<file path="src/rtl/lrs_pkg.sv">
package lrs_pkg;
    localparam int ROWS    = 64;
    localparam int ROW_W   = $clog2(ROWS);
    localparam int SLOT_W  = ROW_W + 1;
    localparam int MUX_MIN = 16;
    localparam int COLS    = 96;
    localparam int COL_W   = $clog2(COLS);
    localparam int NINV_W  = 5;
    localparam int SPAN_W  = NINV_W + 1;
endpackage

</file>
<file path="src/rtl/lrs_slot_ctr.sv">
module lrs_slot_ctr
    import lrs_pkg::*;
(
    input  logic              clk,
    input  logic              rst_n,
    input  logic              line_tick,
    input  logic [SLOT_W-1:0] mux_code,
    input  logic              icon_en,
    output logic [SLOT_W-1:0] slot,
    output logic [SLOT_W-1:0] eff_mux,
    output logic              frame_wrap
);
    typedef struct packed {
        logic [SLOT_W-1:0] slot;
    } st_t;

    st_t st_d, st_q;
    logic [SLOT_W-1:0] last_slot;

    always_comb begin
        st_d = st_q;
        if (mux_code >= SLOT_W'(MUX_MIN) && mux_code <= SLOT_W'(ROWS))
            eff_mux = mux_code;
        else
            eff_mux = SLOT_W'(ROWS);
        last_slot  = eff_mux - SLOT_W'(1) + SLOT_W'(icon_en);
        frame_wrap = line_tick && (st_q.slot >= last_slot);
        if (line_tick)
            st_d.slot = frame_wrap ? '0 : st_q.slot + SLOT_W'(1);
    end

    always_ff @(posedge clk or negedge rst_n) begin
        if (!rst_n) st_q <= '0;
        else        st_q <= st_d;
    end

    assign slot = st_q.slot;


    wrap_to_zero_chk: assert property (@(posedge clk) disable iff (!rst_n)
        frame_wrap |=> (slot == '0));


    idle_hold_chk: assert property (@(posedge clk) disable iff (!rst_n)
        !line_tick |=> $stable(slot));
endmodule

</file>
<file path="src/rtl/lrs_polarity.sv">
module lrs_polarity
    import lrs_pkg::*;
(
    input  logic              clk,
    input  logic              rst_n,
    input  logic              line_tick,
    input  logic              frame_wrap,
    input  logic [NINV_W-1:0] ninv_code,
    output logic              pol_m
);
    typedef struct packed {
        logic              pol;
        logic [SPAN_W-1:0] cnt;
    } st_t;

    st_t st_d, st_q;
    logic [SPAN_W-1:0] span;

    always_comb begin
        st_d = st_q;
        span = SPAN_W'(ninv_code) + SPAN_W'(2);
        if (line_tick) begin
            if (ninv_code == '0) begin
                st_d.cnt = '0;
                if (frame_wrap) st_d.pol = ~st_q.pol;
            end else if (st_q.cnt >= span - SPAN_W'(1)) begin
                st_d.cnt = '0;
                st_d.pol = ~st_q.pol;
            end else begin
                st_d.cnt = st_q.cnt + SPAN_W'(1);
            end
        end
    end

    always_ff @(posedge clk or negedge rst_n) begin
        if (!rst_n) st_q <= '0;
        else        st_q <= st_d;
    end

    assign pol_m = st_q.pol;


    pol_quiet_chk: assert property (@(posedge clk) disable iff (!rst_n)
        !line_tick |=> $stable(pol_m));


    frame_only_chk: assert property (@(posedge clk) disable iff (!rst_n)
        (line_tick && !frame_wrap && ninv_code == '0) |=> $stable(pol_m));
endmodule

</file>
<file path="src/rtl/lrs_map.sv">
module lrs_map
    import lrs_pkg::*;
(
    input  logic              clk,
    input  logic              rst_n,
    input  logic [SLOT_W-1:0] slot,
    input  logic [SLOT_W-1:0] eff_mux,
    input  logic              icon_en,
    input  logic [ROW_W-1:0]  start_line,
    input  logic [ROW_W-1:0]  com_offset,
    input  logic              scan_rev,
    input  logic              disp_on,
    input  logic              all_on,
    input  logic              invert,
    input  logic              pix_bit,
    input  logic              seg_rev,
    input  logic [COL_W-1:0]  seg_idx,
    output logic [SLOT_W-1:0] row_addr,
    output logic [ROW_W-1:0]  com_idx,
    output logic              icon_slot,
    output logic              pix_on,
    output logic [COL_W-1:0]  col_addr
);
    logic [ROW_W-1:0] base_com;

    always_comb begin
        icon_slot = icon_en && (slot == eff_mux);
        base_com  = slot[ROW_W-1:0] + com_offset;
        if (icon_slot) begin
            row_addr = SLOT_W'(ROWS);
            com_idx  = '0;
        end else begin
            row_addr = {1'b0, slot[ROW_W-1:0] + start_line};
            com_idx  = scan_rev ? ROW_W'(ROWS - 1) - base_com : base_com;
        end
        if (!disp_on)       pix_on = 1'b0;
        else if (all_on)    pix_on = 1'b1;
        else if (icon_slot) pix_on = pix_bit;
        else                pix_on = pix_bit ^ invert;
        col_addr = seg_rev ? COL_W'(COLS - 1) - seg_idx : seg_idx;
    end


    off_dark_chk: assert property (@(posedge clk) disable iff (!rst_n)
        !disp_on |-> !pix_on);


    icon_row_chk: assert property (@(posedge clk) disable iff (!rst_n)
        icon_slot |-> (row_addr == SLOT_W'(ROWS) && com_idx == '0));


    panel_row_chk: assert property (@(posedge clk) disable iff (!rst_n)
        !icon_slot |-> (row_addr < SLOT_W'(ROWS)));
endmodule

</file>
<file path="src/rtl/lcd_row_sequencer.sv">
module lcd_row_sequencer
    import lrs_pkg::*;
(
    input  logic        clk,
    input  logic        rst_n,
    input  logic        line_tick,
    input  logic [5:0]  start_line,
    input  logic [5:0]  com_offset,
    input  logic [6:0]  mux_code,
    input  logic        icon_en,
    input  logic        scan_rev,
    input  logic [4:0]  ninv_code,
    input  logic        disp_on,
    input  logic        all_on,
    input  logic        invert,
    input  logic        pix_bit,
    input  logic        seg_rev,
    input  logic [6:0]  seg_idx,
    output logic [6:0]  row_addr,
    output logic [5:0]  com_idx,
    output logic        icon_slot,
    output logic        pol_m,
    output logic        pix_on,
    output logic [6:0]  col_addr
);
    logic [SLOT_W-1:0] slot, eff_mux;
    logic              frame_wrap;

    lrs_slot_ctr u_slot (
        .clk(clk), .rst_n(rst_n), .line_tick(line_tick),
        .mux_code(mux_code), .icon_en(icon_en),
        .slot(slot), .eff_mux(eff_mux), .frame_wrap(frame_wrap)
    );

    lrs_polarity u_pol (
        .clk(clk), .rst_n(rst_n), .line_tick(line_tick),
        .frame_wrap(frame_wrap), .ninv_code(ninv_code), .pol_m(pol_m)
    );

    lrs_map u_map (
        .clk(clk), .rst_n(rst_n), .slot(slot), .eff_mux(eff_mux),
        .icon_en(icon_en), .start_line(start_line), .com_offset(com_offset),
        .scan_rev(scan_rev), .disp_on(disp_on), .all_on(all_on),
        .invert(invert), .pix_bit(pix_bit), .seg_rev(seg_rev),
        .seg_idx(seg_idx), .row_addr(row_addr), .com_idx(com_idx),
        .icon_slot(icon_slot), .pix_on(pix_on), .col_addr(col_addr)
    );
endmodule

</file>
<file path="config.mk">
export PLATFORM = sky130hd
export DESIGN_NAME = lcd_row_sequencer
export DESIGN_NICKNAME = d
export VERILOG_FILES = /design/src/rtl/lrs_pkg.sv /design/src/rtl/lrs_slot_ctr.sv /design/src/rtl/lrs_polarity.sv /design/src/rtl/lrs_map.sv /design/src/rtl/lcd_row_sequencer.sv
export SDC_FILE = /design/constraint.sdc
export NUM_CORES = 1
export LEC_CHECK = 0
export CORE_MARGIN = 4
export CORE_UTILIZATION = 43
export CTS_CLUSTER_SIZE = 8
export DETAILED_ROUTE_END_ITERATION = 10
export GPL_TIMING_DRIVEN = 0
export PLACE_DENSITY = 0.75
export SKIP_CTS_REPAIR_TIMING = 1
export SLEW_MARGIN = 20
export SYNTH_ARGS = -nofsm -noshare
export SYNTH_HDL_FRONTEND = slang
export SYNTH_SLANG_ARGS = --single-unit
</file>
<file path="constraint.sdc">
create_clock -name clk -period 2.15 [get_ports clk]
set_input_delay 0.3225 -clock clk [delete_from_list [all_inputs] [get_ports clk]]
set_output_delay 0.3225 -clock clk [all_outputs]
set_load 0.01 [all_outputs]
</file>
Yosys cells after proc, flatten, opt, wreduce, memory -nomap -nowiden

Cells that the tools add are included.

Register bits after elaboration: 14
Word-level logic and storage cells: 40
Input port bits: 41
Output and inout port bits: 23

Magnitude comparators: 4
Reductions and logical operators: 6
Bitwise operators: 2
Add/sub/neg operators: 10
Multiplexer cells: 13
Eq/ne operators: 2

Operators by type and width:

| cell                                                              | number |
|---|---|
| 2-to-1 mux 7 bit                                                  | 5 |
| 2-to-1 mux 6 bit                                                  | 3 |
| adder 6 bit                                                       | 2 |
| adder 7 x 1 -> 7 bit                                              | 1 |
| adder 7 x 1 -> 7 bit, second input constant                       | 1 |
| == test 7 bit                                                     | 1 |
| greater-or-equal comparator 7 x 5 -> 1 bit, second input constant | 1 |
| greater-or-equal comparator 7 bit                                 | 1 |
| less-or-equal comparator 7 bit, second input constant             | 1 |
| subtractor 7 x 1 -> 7 bit, second input constant                  | 1 |
| subtractor 7 bit, first input constant                            | 1 |
| adder 5 x 2 -> 6 bit, second input constant                       | 1 |
| adder 6 x 1 -> 6 bit, second input constant                       | 1 |
| greater-or-equal comparator 6 bit                                 | 1 |
| subtractor 6 x 1 -> 6 bit, second input constant                  | 1 |
| subtractor 6 bit, first input constant                            | 1 |
| zero test 5 bit                                                   | 1 |
| 2-to-1 mux 1 bit                                                  | 5 |
| logical AND 1 bit                                                 | 3 |
| AND reduction 3 bit                                               | 1 |
| != test 2 bit, second input constant                              | 1 |
| nonzero test 2 bit                                                | 1 |
| inverter 1 bit                                                    | 1 |
| bitwise XOR 1 bit                                                 | 1 |

Logic depth before layout (Yosys ltp)

Gate-level depths: netlist of run 1.

Depth after elaboration: 9
Mapped depth: 12

Cells and area by module

A second synthesis of run 1 with hierarchy kept.

Cell total of the unflattened synthesis: 236
Area total of the unflattened synthesis: 1953.1 um^2

Modules (own cells, without submodules):

| module       | cells an instance | area each (um^2) | times used |
|---|---|---|---|
| lrs_map      | 92                | 729.4            | 1 |
| lrs_slot_ctr | 83                | 656.9            | 1 |
| lrs_polarity | 61                | 566.8            | 1 |

Worst setup path after synthesis of run 1

No wires, ideal clock.

Kind: input-to-reg
Start: in mux_code[6]
End: reg u_slot.st_q, in the netlist u_slot.slot[3]
Arrival: 2442 ps
Cell stages on the path: 11
Data required time: 2073 ps
Buffers on the path: 0
Slack: -369 ps
Setup time: 77 ps
Cells stage by stage: o21ba_2 -> nand2_1 -> ha_1 -> ha_1 -> xor2_1 -> ha_1 -> a21o_1 -> a31oi_1 -> o21ai_0 -> or2_2 -> a21oi_1

Word-level cells in the longest chain between the ends: 8
Elaborated cells between the ends (all ways): 9
Classes of those cells: 2 x add/sub; 3 x order compare; 2 x mux; 2 x reduce/logical

RTL lines:

| what                                                                                         | line                   | RTL |
|---|---|---|
| start: declaration                                                                           | lcd_row_sequencer.sv:9 | `input logic [6:0] mux_code,` |
| greater-or-equal comparator 7 x 5 -> 1 bit or less-or-equal comparator 7 bit (tied branches) | lrs_slot_ctr.sv:22     | `if (mux_code >= SLOT_W'(MUX_MIN) && mux_code <= SLOT_W'(ROWS))` |
| logical AND 1 bit                                                                            | lrs_slot_ctr.sv:22     |  |
| 2-to-1 mux 7 bit *                                                                           | lrs_slot_ctr.sv:22     |  |
| subtractor 7 x 1 -> 7 bit *                                                                  | lrs_slot_ctr.sv:26     | `last_slot = eff_mux - SLOT_W'(1) + SLOT_W'(icon_en);` |
| adder 7 x 1 -> 7 bit *                                                                       | lrs_slot_ctr.sv:26     |  |
| greater-or-equal comparator 7 bit *                                                          | lrs_slot_ctr.sv:27     | `frame_wrap = line_tick && (st_q.slot >= last_slot);` |
| logical AND 1 bit *                                                                          | lrs_slot_ctr.sv:27     |  |
| 2-to-1 mux 7 bit *                                                                           | lrs_slot_ctr.sv:29     | `st_d.slot = frame_wrap ? '0 : st_q.slot + SLOT_W'(1);` |
| end signal: assignment                                                                       | lrs_slot_ctr.sv:34     | `else st_q <= st_d;` |
| end: declaration                                                                             | lrs_slot_ctr.sv:17     | `st_t st_d, st_q;` |

Every way passes the cells marked *; elsewhere a longest branch is shown, timed or not.
A chain may end at the register's enable or synchronous reset.

Final worst setup path of run 1

Start: reg u_slot.st_q, in the netlist u_slot.slot[2]
End: out com_idx[4]

Word-level cells in the longest chain between the ends: 4
Elaborated cells between the ends (all ways): 6
Classes of those cells: 2 x add/sub; 1 x eq/ne; 2 x mux; 1 x reduce/logical

RTL lines:

| what               | line                    | RTL |
|---|---|---|
| adder 6 bit        | lrs_map.sv:28           | `base_com = slot[ROW_W-1:0] + com_offset;` |
| subtractor 6 bit   | lrs_map.sv:34           | `com_idx = scan_rev ? ROW_W'(ROWS - 1) - base_com : base_com;` |
| 2-to-1 mux 6 bit   | lrs_map.sv:34           |  |
| 2-to-1 mux 6 bit * | lrs_map.sv:29           | `if (icon_slot) begin` |
| end: declaration   | lcd_row_sequencer.sv:20 | `output logic [5:0] com_idx,` |

Marks and branches as above.

==> results of run 1 <==
## registers in the layout (all words and copies together) (netlist names)
name and count:
u_slot.slot 7, u_pol.st_q 6, u_pol.pol_m 1
## cells in the final DEF (no fill, tap or decap), types with 8 or more instances in the layout
| cell type | count |
|---|---|
| buf_4 | 37 |
| clkdlybuf4s50_1 | 29 |
| ha_1 | 21 |
| buf_6 | 19 |
| xnor2_1 | 15 |
| nor2_1 | 13 |
| xor2_1 | 13 |
| inv_1 | 12 |
| dlymetal6s2s_1 | 12 |
| nand2_1 | 11 |
| nor2_4 | 10 |
| a21oi_2 | 10 |
| dfrtp_1 | 9 |
| a21o_1 | 8 |
## metal layers
metal	wire, um	vias up	global-route usage	part of all wire
met1	2790	1025	0.234	0.42
met4	131	0	0.0453	0.020
met3	397	12	0.0293	0.060
met2	3340	92	0.253	0.50
li1	-	1041	-	-
met5	0	-	0	0
## cell families after synthesis
logic type                 share of synthesized area
AOI/OAI and AO/OA                              0.181
xor gates and xnor gates                       0.150
adders and majority gates                      0.197
buffers and inverters                         0.0545
DFF                                            0.172
muxes                                         0.0104
and+or+nand+nor                                0.235
## layout make-up
| type | count | area [um2] | share of cell area |
|---|---|---|---|
| Sequential cell | 14 | 357 | 0.102 |
| Timing Repair Buffer | 102 | 981 | 0.281 |
| Buffer | 9 | 62.6 | 0.0179 |
| Inverter | 14 | 52.6 | 0.0151 |
| Tap cell | 52 | 65.1 | 0.0186 |
| Clock buffer | 4 | 55.1 | 0.0158 |
| Multi-Input combinational cell | 196 | 1920 | 0.549 |
## worst paths after layout
kind | from | end | slack, ps | depth (start not counted)
min in group clk | u_pol.pol_m | u_pol.pol_m | 490 | 1
min reg2reg | u_pol.pol_m | u_pol.pol_m | 490 | 1
min | rst_n | u_pol.st_q[5] | 480 | 1
max | u_slot.slot[2] | com_idx[4] | -350 | 10
max reg2reg | u_slot.slot[2] | u_pol.pol_m | 180 | 7
max in group asynchronous | rst_n | u_slot.slot[3] | 1200 | 1
## power breakdown
| part | total [mW] | switching [mW] | internal [mW] |
|---|---|---|---|
| combinational | 2.84 | 1.26 | 1.57 |
| clock | 0.270 | 0.107 | 0.163 |
| sequential | 0.523 | 0.160 | 0.363 |
## per-stage QoR
stage	utilization	setup slack [ps]	hold WS, ps	total power, mW	setup TNS [ps]
after global routing	0.780	-435	524	3.90	-5910
after detailed placement	0.614	-1020	479	2.46	-21920
after global placement	0.614	-908	456	2.41	-20760
after floorplan	-	-119	26.9	1.73	-540
after CTS	0.626	-986	492	2.72	-18480
final	0.780	-348	477	3.63	-3960
## worst max-delay path: cells and delay by family, from the launching register on
family	cells	cell delay, ps
buffers and inverters	5	650
and+or+nand+nor	2	310
DFF	1	470
xor gates and xnor gates	1	120
AOI/OAI and AO/OA	2	360
==> summary.txt, run 1 <==
Status
  – Outcome: complete, but fails checks
  – Failing checks: setup timing

Clocking
  – Clk_lat worst skew: 250 ps
  – Num CTS Buffers: 3
  – Clock sinks: 14
  – Longest Clk Path Bufs: 2
  – Worst-path clk slew: 60 ps
  – Clock Tree Root: clkbuf_8
  – CTS tree: yes
  – Clock H-tree levels: 1

Finish
  – Nets: 412
  – # diodes: 0
  – Post-synthesis to final-layout area growth: 70.9%
  – Fillers: 283
  – Ratio of cells with drive above 1 in the final layout: 0.419
  – Finished Layout Cells: 391
  – Final Cell Area: 0.00349 mm2

Routing
  – Vias per Instance: 5.55
  – # DRC: 0
  – Drt wl/cell: 17.0 um
  – Initial DRT Pass Iterations: 4
  – Final WL: 6.66 mm
  – Total number of vias: 2170
  – Iter 0 DRT Violations: 63
  – ANT nets after route: 0

Setup path
  – Critical Path Fanout Max: 6
  – Most numerous cell on the critical path: buf_6
  – CP Data Required Time: 1830 ps
  – Max stage delay on crit path: 470 ps
  – Critical-path top delay cell: dfrtp_2
  – Critical path endpoint category: primary output
  – CP Cell Sequence: buf_4, xnor2_1, a31oi_1, o32ai_2, and3_4, buf_6, clkbuf_16, buf_6, nor2_4, buf_6
  – Type of origin of the critical path: flop
  – Worst Path Arrival: 2180 ps
  – Critical path class: reg2out

Timing
  – Worst-Margin Slew: 667 ps
  – Final Hold Fails: 0
  – Min Tclk post-route: 2500 ps
  – RSZ-0062 raised after global routing: yes
  – Slew Limit Fails: 0
  – Final setup viols: 23
  – Fmax: 0.400 GHz
  – Post-route setup slack: -348 ps
  – Max_slew headroom: 0.554
  – Max Clock Skew: 0.681 ps
  – Final Cycle Share: 1.16

Pwr
  – VDD IR-drop max: 0.604 mV
  – Pwr Density: 1040 mW/mm2
  – Pleak: 1.64 nW

Logic synthesis
  – Main area contributors after synthesis: ha_1 18%, dfrtp_1 17%, xnor2_1 8.1%, xor2_1 6.9%, nor2_4 4.4%
  – Number of synthesized flops with an enable pin: 0
  – Synth Net Count: 305
  – Most instantiated library cell after synthesis: ha_1
  – Yosys warnings: 0
  – Synth area leader: ha_1
  – Cell count after synthesis: 233
  – #FFs+latches synth: 14
  – Synth top cells by count: 29 x ha_1, 19 x xnor2_1, 16 x xor2_1
  – Top_reg_cell synth: dfrtp_1
  – Syn avg cell area: 8.76 um2
  – Share of async-settable or async-resettable flops after synthesis: 1.00
  – Synth unique cells: 53
  – Register area share after synthesis: 0.172
  – Post-synth top area share: 0.178
  – Mapped Area: 0.00204 mm2

GRT
  – First-pass GRT wire length: 8.20 mm
  – GR Overflow Total: 0
  – Largest net degree at the start of global routing: 15
  – GRT Total Usage: 0.164
  – Initial antenna violation count: 0
  – Vias in the first global route: 1825

Placement
  – Placed cell count: 344
  – Post-DP Area: 0.00275 mm2
  – RePlAce Congestion: 0.777
  – HPWL after detailed placement: 3.96 mm
  – Port bufs: 59

Floorplanning
  – Core Footprint: 0.00447 mm2
  – Die Ht: 76.9 um
  – Site Rows: 24
  – IO Count: 64
  – Starting Density: 0.456
  – Die width: 76.9 um
  – Die area: 0.00592 mm2

Hold path
  – Hold crit path type: in2async

Job
  – Max_cap viols: 0
No activity file was read; power rests on OpenSTA's default activity.
==> run 2, diff against run 1 <==
--- a/config.mk
+++ b/config.mk
@@ -11,7 +11,6 @@
 export DETAILED_ROUTE_END_ITERATION = 10
 export GPL_TIMING_DRIVEN = 0
 export PLACE_DENSITY = 0.75
-export SKIP_CTS_REPAIR_TIMING = 1
 export SLEW_MARGIN = 20
 export SYNTH_ARGS = -nofsm -noshare
 export SYNTH_HDL_FRONTEND = slang
==> run 2 against run 1 <==
  * The flow still finishes with violations (setup timing)
  * Sequential cell count did not move
  * Sequential share of layout area rose by 0.45 points
  * Wire length fell by 9.2%
  * First-iteration DRC count fell by 17%
  * Die area did not move
  * Setup slack improved by 140 ps
  * Core utilization fell by 3.3 points
  * Global-route usage rose by 2.7 points
  * Clock skew rose by 0.56 ps
  * Via count fell by 2.3%
  * Hold slack got worse by 12 ps
  * Largest cell class unchanged
  * Largest power group unchanged
==> summary.txt, run 2 (synthesis results as in run 1) <==
Status
  – Outcome: complete, but fails checks
  – Failing checks: setup timing

Timing
  – Max_slew headroom: 0.576
  – Final Cycle Share: 1.10
  – Min Tclk post-route: 2360 ps
  – Fmax: 0.424 GHz
  – Setup TNS: -3230 ps
  – Max Clock Skew: 1.24 ps
  – Final Hold Fails: 0
  – Slew Limit Fails: 0
  – Post-route setup slack: -207 ps
  – RSZ-0062 raised after global routing: yes
  – Worst Hold Slack: 465 ps
  – Final setup viols: 23
  – Worst-Margin Slew: 634 ps

Pwr
  – Pleak: 1.50 nW
  – Sw Ratio: 0.423
  – Psw: 1.44 mW
  – VDD IR-drop max: 0.611 mV
  – P_int: 1.97 mW
  – Clock power share: 0.077
  – Combinational power share: 0.780
  – Total power draw: 3.41 mW
  – Seq pwr share: 0.143
  – Pwr Density: 1020 mW/mm2

Placement
  – RePlAce Congestion: 0.777
  – HPWL after detailed placement: 3.96 mm
  – Post-DP Area: 0.00275 mm2
  – Pre-CTS WS: -1020 ps
  – Port bufs: 59

Routing
  – Vias per Instance: 5.58
  – Drt wl/cell: 15.9 um
  – Iter 0 DRT Violations: 52
  – Final WL: 6.05 mm
  – Total number of vias: 2120
  – # DRC: 0
  – Initial DRT Pass Iterations: 4
  – ANT nets after route: 0

Setup path
  – Type of origin of the critical path: flop
  – CP Data Required Time: 1830 ps
  – Critical path class: reg2out
  – Max stage delay on crit path: 490 ps
  – Critical Path Fanout Max: 5
  – Worst Path Arrival: 2030 ps
  – CP Cell Sequence: nor4bb_2, a31oi_1, o32ai_2, and3_4, buf_12, buf_12, nor2_4, buf_6
  – Most numerous cell on the critical path: buf_12
  – Critical-path top delay cell: dfrtp_2
  – Critical path endpoint category: primary output

Finish
  – Most frequent cells in the layout: 30 x clkdlybuf4s50_1, 29 x buf_4, 24 x ha_1
  – Ratio of cells with drive above 1 in the final layout: 0.381
  – Nets: 401
  – Post-synthesis to final-layout area growth: 63.7%
  – # diodes: 0
  – Commonest non-fill, non-tap cell in the layout: clkdlybuf4s50_1
  – Final Cell Area: 0.00334 mm2
  – Max reg flops: 7

Floorplanning
  – Starting Density: 0.456
  – IO Count: 64
  – Die width: 76.9 um
  – Site Rows: 24
  – Core Footprint: 0.00447 mm2
  – Die area: 0.00592 mm2
  – Die Ht: 76.9 um

GRT
  – GRT Total Usage: 0.192
  – First-pass GRT wire length: 9.39 mm
  – Initial antenna violation count: 0
  – Vias in the first global route: 2036
  – GR Overflow Total: 0
  – Largest net degree at the start of global routing: 15

Clocking
  – Clock sinks: 14
  – Clk_lat worst skew: 250 ps
  – Worst-path clk slew: 60 ps
  – Clock Tree Root: clkbuf_8
  – Longest Clk Path Bufs: 2
  – Num CTS Buffers: 3
  – CTS tree: yes
  – Clock H-tree levels: 1

Job
  – Max_cap viols: 0

Hold path
  – Hold crit path type: in2async
[run 2: path summary, 6_finish.rpt]
path,cells past startpoint,end,from,slack (ps)
max in group asynchronous,1,u_slot.slot[2],rst_n,1240
min in group clk,1,u_pol.pol_m,u_pol.pol_m,490
max reg2reg,8,u_pol.pol_m,u_slot.slot[2],100
min,1,u_pol.st_q[5],rst_n,470
max,8,row_addr[3],u_slot.slot[0],-210
min reg2reg,1,u_pol.pol_m,u_pol.pol_m,490
[run 2: stage by stage]
stage	util	instances
4_1_cts	0.718	378
2_1_floorplan	-	233
3_5_place_dp	0.614	344
6_report	0.747	380
3_3_place_gp	0.614	344
5_1_grt	0.747	380
[run 2: final cells by class]
cell class              instances  area (um2)
multi-input cells             196        1870
fillers                       303        1130
repair buffers                 91         880
flip-flops and latches         14         357
plain buffers                   9        65.1
well taps                      52        65.1
clock buffers                   4        55.1
inverters                      14        52.6
[run 2: power by group through the flow]
| stage | sequential (mW) | clock [mW] | combinational (mW) |
|---|---|---|---|
| CTS | 0.483 | 0.263 | 2.44 |
| global placement | 0.536 | 0 | 1.87 |
| global route | 0.499 | 0.274 | 2.89 |
| floorplan | 0.483 | 0 | 1.25 |
| finish | 0.487 | 0.262 | 2.66 |
| detailed placement | 0.545 | 0 | 1.92 |
[run 2: critical path, delay by kind of cell, from the launching register on]
kind                   cells  cell delay (ps)
AO/OA/AOI/OAI              2              230
buffers and inverters      3              360
flip-flops                 1              490
AND/OR/NAND/NOR            3              700
[run 2: what timing repair did]
action	in CTS	in global routing
buffers inserted	29	2
resized for setup	140	20
pin swaps	41	6
setup endpoints to repair	28	26
gates cloned	1	0
hold buffers	0	0
[run 2: per-layer routing]
layer | part of all wire | GRT usage
met2 | 0.47 | 0.307
met4 | 0.023 | 0.0634
met3 | 0.062 | 0.0375
met5 | 0 | 0
met1 | 0.44 | 0.257
